--- config.mk ---
export PLATFORM = sky130hd
export DESIGN_NAME = snoop_wb_tracker
export DESIGN_NICKNAME = d
export VERILOG_FILES = /design/src/rtl/snoop_pkg.sv /design/src/rtl/snoop_addr_latch.sv /design/src/rtl/wb_pending_ctrl.sv /design/src/rtl/wb_addr_select.sv /design/src/rtl/snoop_wb_tracker.sv
export SDC_FILE = /design/constraint.sdc
export NUM_CORES = 1
export LEC_CHECK = 0
export ABC_CLOCK_PERIOD_IN_PS = 1600
export CAP_MARGIN = 10
export CORE_UTILIZATION = 40
export DETAILED_ROUTE_END_ITERATION = 12
export GPL_ROUTABILITY_DRIVEN = 1
export PLACE_DENSITY = 0.69
export SYNTH_ARGS = -nofsm -noshare
export SYNTH_HDL_FRONTEND = slang
export SYNTH_SLANG_ARGS = --single-unit
export TNS_END_PERCENT = 10
--- constraint.sdc ---
create_clock -name clk -period 1.6 [get_ports clk]
set_input_delay 0.24 -clock clk [delete_from_list [all_inputs] [get_ports clk]]
set_output_delay 0.24 -clock clk [all_outputs]
set_load 0.02 [all_outputs]
--- src/rtl/snoop_pkg.sv ---
// Shared types for the snoop inquire address tracker.
package snoop_pkg;

    // Where the writeback address is taken from.
    typedef enum logic {
        SRC_BUS   = 1'b0,
        SRC_LATCH = 1'b1
    } wb_src_e;

endpackage

--- src/rtl/snoop_addr_latch.sv ---
// Captures the snooped line address on an accepted snoop strobe and checks
// its even parity. Assumes `capture` is already qualified (not busy).
module snoop_addr_latch #(
    parameter int ADDR_W   = 32,
    parameter int LINE_LSB = 5
) (
    input  logic                       clk,
    input  logic                       rst_n,
    input  logic                       capture,
    input  logic                       busy,
    input  logic [ADDR_W-1:LINE_LSB]   bus_addr,
    input  logic                       addr_par,
    output logic [ADDR_W-1:LINE_LSB]   lat_addr,
    output logic                       par_err
);

    localparam int LINE_W = ADDR_W - LINE_LSB;

    logic par_bad;

    // Even parity is violated when data bits and parity bit XOR to one.
    always_comb begin
        par_bad = (^bus_addr) ^ addr_par;
    end

    // Hold the line address taken at the accepted snoop.
    always_ff @(posedge clk) begin
        if (!rst_n) begin
            lat_addr <= '0;
        end else if (capture) begin
            lat_addr <= bus_addr;
        end
    end

    // One-cycle parity error pulse after an accepted snoop.
    always_ff @(posedge clk) begin
        if (!rst_n) begin
            par_err <= 1'b0;
        end else begin
            par_err <= capture & par_bad;
        end
    end

    // Latched copy must not move while a writeback is outstanding.
    assert_latch_frozen_R9: assert property (@(posedge clk) disable iff (!rst_n)
        busy |=> $stable(lat_addr))
        else $error("latched line address changed while busy");

    // Width sanity for elaboration.
    initial begin
        assert (LINE_W > 0) else $error("line address width must be positive");
    end

endmodule

--- src/rtl/wb_pending_ctrl.sv ---
// Tracks the outstanding writeback after a modified hit, tracks whether
// address hold stayed asserted since the snoop, and flags snoops that
// arrive while a writeback is pending. Assumes at most one writeback per hit.
module wb_pending_ctrl
    import snoop_pkg::*;
(
    input  logic    clk,
    input  logic    rst_n,
    input  logic    snoop_strobe,
    input  logic    addr_hold,
    input  logic    mod_hit,
    input  logic    addr_strobe,
    output logic    accept_snoop,
    output logic    pending,
    output logic    wb_fire,
    output wb_src_e src,
    output logic    proto_err
);

    logic hold_kept;

    // Snoops are accepted only when nothing is outstanding; writeback fires on first strobe.
    always_comb begin
        accept_snoop = snoop_strobe & ~pending;
        wb_fire      = pending & addr_strobe;
    end

    // Latched copy is valid only if hold never dropped, including this cycle.
    always_comb begin
        src = (hold_kept && addr_hold) ? SRC_LATCH : SRC_BUS;
    end

    // Pending flag: set by modified hit, cleared by the first address strobe.
    always_ff @(posedge clk) begin
        if (!rst_n) begin
            pending <= 1'b0;
        end else if (wb_fire) begin
            pending <= 1'b0;
        end else if (mod_hit) begin
            pending <= 1'b1;
        end
    end

    // Hold tracker: armed at an accepted snoop, lost on any cycle without hold.
    always_ff @(posedge clk) begin
        if (!rst_n) begin
            hold_kept <= 1'b0;
        end else if (accept_snoop) begin
            hold_kept <= addr_hold;
        end else if (!addr_hold) begin
            hold_kept <= 1'b0;
        end
    end

    // Protocol error pulse for a snoop during a pending writeback.
    always_ff @(posedge clk) begin
        if (!rst_n) begin
            proto_err <= 1'b0;
        end else begin
            proto_err <= snoop_strobe & pending;
        end
    end

    assert_pending_clears_R10: assert property (@(posedge clk) disable iff (!rst_n)
        (pending && addr_strobe) |=> !pending)
        else $error("pending survived its address strobe");

    assert_latch_needs_hold_R4: assert property (@(posedge clk) disable iff (!rst_n)
        (src == SRC_LATCH) |-> addr_hold)
        else $error("latched source chosen without address hold");

endmodule

--- src/rtl/wb_addr_select.sv ---
// Chooses the writeback line address, applies the bit mask and registers
// the result with a one-cycle valid pulse. Assumes MASK_BIT is a line bit.
module wb_addr_select
    import snoop_pkg::*;
#(
    parameter int ADDR_W   = 32,
    parameter int LINE_LSB = 5,
    parameter int MASK_BIT = 20
) (
    input  logic                     clk,
    input  logic                     rst_n,
    input  logic                     fire,
    input  wb_src_e                  src,
    input  logic [ADDR_W-1:LINE_LSB] lat_addr,
    input  logic [ADDR_W-1:LINE_LSB] bus_addr,
    input  logic                     mask_en,
    output logic                     wb_valid,
    output logic [ADDR_W-1:0]        wb_addr
);

    localparam int LINE_W = ADDR_W - LINE_LSB;

    logic [ADDR_W-1:LINE_LSB] line_sel;
    logic [ADDR_W-1:LINE_LSB] line_msk;
    logic [ADDR_W-1:0]        full_addr;

    // Pick latched or bus line address.
    always_comb begin
        line_sel = (src == SRC_LATCH) ? lat_addr : bus_addr;
    end

    // Clear the masked bit when the mask input is active.
    generate
        if (MASK_BIT >= LINE_LSB && MASK_BIT < ADDR_W) begin : g_mask
            always_comb begin
                line_msk = line_sel;
                if (mask_en) begin
                    line_msk[MASK_BIT] = 1'b0;
                end
            end
        end else begin : g_nomask
            always_comb begin
                line_msk = line_sel;
            end
        end
    endgenerate

    // Append the zero byte offset within the line.
    always_comb begin
        full_addr = {line_msk, {LINE_LSB{1'b0}}};
    end

    // Register the valid pulse.
    always_ff @(posedge clk) begin
        if (!rst_n) begin
            wb_valid <= 1'b0;
        end else begin
            wb_valid <= fire;
        end
    end

    // Register the address, held between writebacks.
    always_ff @(posedge clk) begin
        if (!rst_n) begin
            wb_addr <= '0;
        end else if (fire) begin
            wb_addr <= full_addr;
        end
    end

    initial begin
        assert (LINE_W > 0) else $error("line address width must be positive");
    end

endmodule

--- src/rtl/snoop_wb_tracker.sv ---
// Top of the snoop inquire address tracker: latches the snooped line
// address, checks parity, follows the modified-hit writeback and delivers
// the writeback address from the latch or the bus. Assumes one writeback
// per modified hit and that hit never coincides with a completing strobe.
module snoop_wb_tracker
    import snoop_pkg::*;
#(
    parameter int ADDR_W   = 32,
    parameter int LINE_LSB = 5,
    parameter int MASK_BIT = 20
) (
    input  logic                     clk,
    input  logic                     rst_n,
    input  logic [ADDR_W-1:LINE_LSB] bus_addr,
    input  logic                     addr_par,
    input  logic                     snoop_strobe,
    input  logic                     addr_hold,
    input  logic                     mod_hit,
    input  logic                     addr_strobe,
    input  logic                     mask_a20,
    output logic                     par_err,
    output logic                     proto_err,
    output logic                     wb_valid,
    output logic [ADDR_W-1:0]        wb_addr
);

    logic                     accept_snoop;
    logic                     pending;
    logic                     wb_fire;
    wb_src_e                  src;
    logic [ADDR_W-1:LINE_LSB] lat_addr;

    wb_pending_ctrl u_ctrl (
        .clk          (clk),
        .rst_n        (rst_n),
        .snoop_strobe (snoop_strobe),
        .addr_hold    (addr_hold),
        .mod_hit      (mod_hit),
        .addr_strobe  (addr_strobe),
        .accept_snoop (accept_snoop),
        .pending      (pending),
        .wb_fire      (wb_fire),
        .src          (src),
        .proto_err    (proto_err)
    );

    snoop_addr_latch #(
        .ADDR_W   (ADDR_W),
        .LINE_LSB (LINE_LSB)
    ) u_latch (
        .clk      (clk),
        .rst_n    (rst_n),
        .capture  (accept_snoop),
        .busy     (pending),
        .bus_addr (bus_addr),
        .addr_par (addr_par),
        .lat_addr (lat_addr),
        .par_err  (par_err)
    );

    wb_addr_select #(
        .ADDR_W   (ADDR_W),
        .LINE_LSB (LINE_LSB),
        .MASK_BIT (MASK_BIT)
    ) u_sel (
        .clk      (clk),
        .rst_n    (rst_n),
        .fire     (wb_fire),
        .src      (src),
        .lat_addr (lat_addr),
        .bus_addr (bus_addr),
        .mask_en  (mask_a20),
        .wb_valid (wb_valid),
        .wb_addr  (wb_addr)
    );

    assert_valid_cause_R7: assert property (@(posedge clk) disable iff (!rst_n)
        wb_valid |-> $past(pending && addr_strobe))
        else $error("writeback valid without pending strobe");

    assert_par_err_cause_R2: assert property (@(posedge clk) disable iff (!rst_n)
        par_err |-> $past(snoop_strobe && !pending))
        else $error("parity error without accepted snoop");

    assert_proto_err_cause_R9: assert property (@(posedge clk) disable iff (!rst_n)
        proto_err |-> $past(snoop_strobe && pending))
        else $error("protocol error without busy snoop");

    generate
        if (MASK_BIT >= LINE_LSB && MASK_BIT < ADDR_W) begin : g_mask_chk
            assert_mask_bit_R6: assert property (@(posedge clk) disable iff (!rst_n)
                (wb_valid && $past(mask_a20)) |-> !wb_addr[MASK_BIT])
                else $error("masked bit set in writeback address");
        end
    endgenerate

endmodule

==> impl_summary.log <==
INFO  metric drt_pass1_iterations = 4
INFO  metric fillerInstances = 545
INFO  metric routed_via_density = 4.831
INFO  metric distinct_cell_type_count_of_the_synthesized_netlist = 23
INFO  metric regToRegStartpoint = u_ctrl.pending$_SDFFE_PP0P_
INFO  metric initial_core_util = 41.94%
INFO  metric grt_util_all_layers = 18.79%
INFO  metric worst-endpoint-arrival = 1.32 ns
INFO  metric end_kind = output port
INFO  metric status = complete, no violations
INFO  metric post_synth_inst_count = 277
INFO  metric synth.ff_latch_count = 59
INFO  metric vert_die_dim = 81.25 um
INFO  metric dp_cells = 430
INFO  metric cts.clk_slew.worst_paths = 0.07 ns
INFO  metric kind_of_path_behind_the_tightest_hold_check = in -> reg
INFO  metric wl_per_cell = 13.54 um
INFO  metric die-area = 6602 sq um
INFO  metric mostFrequentLayoutCell = sky130_fd_sc_hd__nand2_1
INFO  metric fmaxAchievable = 0.6390 GHz
INFO  metric setup_viol_count_final = 0
INFO  metric remaining_drc_errors = 0
INFO  metric detailed_placement_wirelength_estimate = 3777 um
INFO  metric design_area = 3719 sq um
INFO  metric period_minus_slack = 1.565 ns
INFO  metric tritoncts_num_sinks = 59
INFO  metric cp_top_family = buffers and inverters
INFO  metric power-per-cell-area = 964.6 nW/um^2
INFO  metric final_core_utilization = 62.07%
INFO  metric synth_area = 2512 sq um
INFO  metric synth_seq_area_share = 47.01%
INFO  metric num_io_pins = 70
INFO  metric antenna_found_initial = 0
INFO  metric timing.max_cap.violations = 0
INFO  metric antenna_cells = 0
INFO  metric cts_root_buf = sky130_fd_sc_hd__clkbuf_8
INFO  metric post_route_cells_drive_above_1_share = 17.03%
INFO  metric htree_num_levels = 3
INFO  metric finClkSkew = 0.005193 ns
INFO  metric crit_chain = clkdlybuf4s50_1
INFO  metric number_of_hold_buffers_added_after_cts = 0
INFO  metric numCtsBuffers = 9
INFO  metric grt_pass1_vias = 1927
INFO  metric crit_path_buf_inv_count = 1
INFO  metric grt_max_degree = 30
INFO  metric ys_warn_count = 0
INFO  metric core-area = 5991 sq um
INFO  metric finish.cell_count_without_fillers = 445
INFO  metric postSynthAreaPerCell = 9.070 sq um
INFO  metric most-common-layout-cells = sky130_fd_sc_hd__nand2_1 (82), sky130_fd_sc_hd__dfxtp_1 (59), sky130_fd_sc_hd__clkdlybuf4s50_1 (48), sky130_fd_sc_hd__a21boi_0 (27), sky130_fd_sc_hd__mux2i_1 (27)
INFO  metric cp_data_required_time = 1.36 ns
INFO  metric placementRows = 28
INFO  metric syn2layout_area_growth = 48.01%
INFO  metric dieWidth = 81.25 um
INFO  metric drt_iter0_drc = 55
INFO  metric place_area = 3447 sq um
INFO  metric vdd_ir_drop_max = 0.4580 mV
INFO  metric place.port_buffers = 64
INFO  metric highest_cell_delay_on_the_worst_timing_path = 0.62 ns
INFO  metric number_of_nets_in_the_finished_design = 401
INFO  metric worst_hold_slack = 0.2373 ns
INFO  metric layout_worst_path_cycle_share = 97.81%
INFO  metric setup.worst_path.start = u_sel.wb_addr[6]$_SDFFE_PN0P_
INFO  metric final-max-slew-violation-count = 0
INFO  metric tritoncts_clock_tree = done
INFO  metric overflow = 0
INFO  metric drt-total-wl = 6025 um
INFO  metric drt.antenna.violating_nets = 0
INFO  metric critical_path.slowest_cell = sky130_fd_sc_hd__clkdlybuf4s50_1
INFO  metric path_class = reg -> out
INFO  metric worstPathMaxFanout = 2
INFO  metric hold_path.startpoint = bus_addr[28]
INFO  metric bufs_on_longest_clock_path = 2
INFO  metric critical_path.startpoint_type = flip-flop
INFO  metric power.leakage = 1.753 nW
INFO  metric grt_first_pass_wirelength = 8990 um
INFO  metric gp_routability_congestion = 0.7027
INFO  metric total_number_of_vias = 2150
INFO  metric worstSkewPairLatency = 0.34 ns
INFO  metric hold_viol_final = 0
final timing paths:
check                           depth (start not counted)                                 to  slack (ns)
worst max-delay path                                    1                         wb_addr[6]        0.04
worst min-delay path                                    3  u_latch.lat_addr[28]$_SDFFE_PN0P_        0.24
worst max register to register                          4  u_latch.lat_addr[15]$_SDFFE_PN0P_        0.43
worst min register to register                          2     u_sel.wb_addr[13]$_SDFFE_PN0P_        0.45
kinds of logic (layout without fill, tap and decap cells):
kind of cell / after synthesis / after routing / share of synthesized area (%)
and+or+nand+nor: 87 / 87 / 13.45
other: 1 / 5 / 0.1493
AOI/OAI and AO/OA: 57 / 57 / 14.54
muxes: 27 / 27 / 10.76
DFF: 59 / 59 / 47.01
xor gates and xnor gates: 25 / 25 / 10.11
buffers and inverters: 21 / 110 / 3.984
cell type report:
class | instances | area, sq um | area share, %
timing repair buffer | 94 | 918.4 | 24.70
clock buffer | 13 | 168.9 | 4.542
clock inverter | 2 | 10.01 | 0.2692
tap | 75 | 93.84 | 2.524
multi-input combinational | 201 | 1343 | 36.10
sequential | 59 | 1181 | 31.76
inverter | 1 | 3.754 | 0.1009
cell usage after synthesis, drive strengths merged:
| cell | instances | area share [%] |
|---|---|---|
| and3 | 2 | 0.50 |
| dfxtp | 59 | 47 |
| xor2 | 1 | 0.35 |
| conb | 1 | 0.15 |
| o31ai | 1 | 0.30 |
| nand3 | 1 | 0.20 |
| nor2b | 1 | 0.25 |
| buf | 8 | 2.0 |
| mux2i | 27 | 11 |
| o21a | 1 | 0.30 |
| nand2b | 1 | 0.25 |
| xnor2 | 22 | 8.0 |
| nand2 | 82 | 12 |
| o21ai | 26 | 5.2 |
| inv | 1 | 0.15 |
| o211a | 1 | 0.40 |
| xnor3 | 2 | 1.8 |
| clkbuf | 12 | 1.8 |
| a21boi | 28 | 8.4 |
through the flow:
| step | power [mW] | setup slack (ns) | setup TNS, ns |
|---|---|---|---|
| final | 3.587 | 0.03501 | 0 |
| after global routing | 3.744 | -0.01783 | -0.01783 |
| after CTS | 3.566 | 0.002465 | 0 |
| after detailed placement | 2.335 | -0.3808 | -0.3808 |
| after global placement | 2.321 | -0.3606 | -0.3606 |
| after floorplan | 2.019 | 0.2179 | 0 |
per-layer routing:
layer	up-vias	global-route usage (%)	routed length (um)
li1	1083	-	-
met1	1007	22.08	2719
met2	48	31.26	2957
met3	12	4.719	246
met4	0	10.18	101
met5	-	0	0
state kept, by name, indices dropped and copies added, names as in the netlist:
name	flops
u_sel.wb_valid	1
u_sel.wb_addr	27
u_latch.lat_addr	27
u_ctrl.proto_err	1
u_ctrl.hold_kept	1
u_latch.par_err	1
u_ctrl.pending	1
report_power, final:
group | leakage, nW | internal, mW | switching [mW]
Clock | 0.0953 | 0.676 | 0.574
Sequential | 0.482 | 1.55 | 0.0394
Combinational | 1.18 | 0.421 | 0.327
repair_timing:
item	4_1_cts	5_1_grt
gates resized for setup	7	29
setup buffers	0	0
setup endpoints to repair	1	2
hold endpoints to repair	0	0
pin swaps	5	17
(Power assumes the default switching activity.)
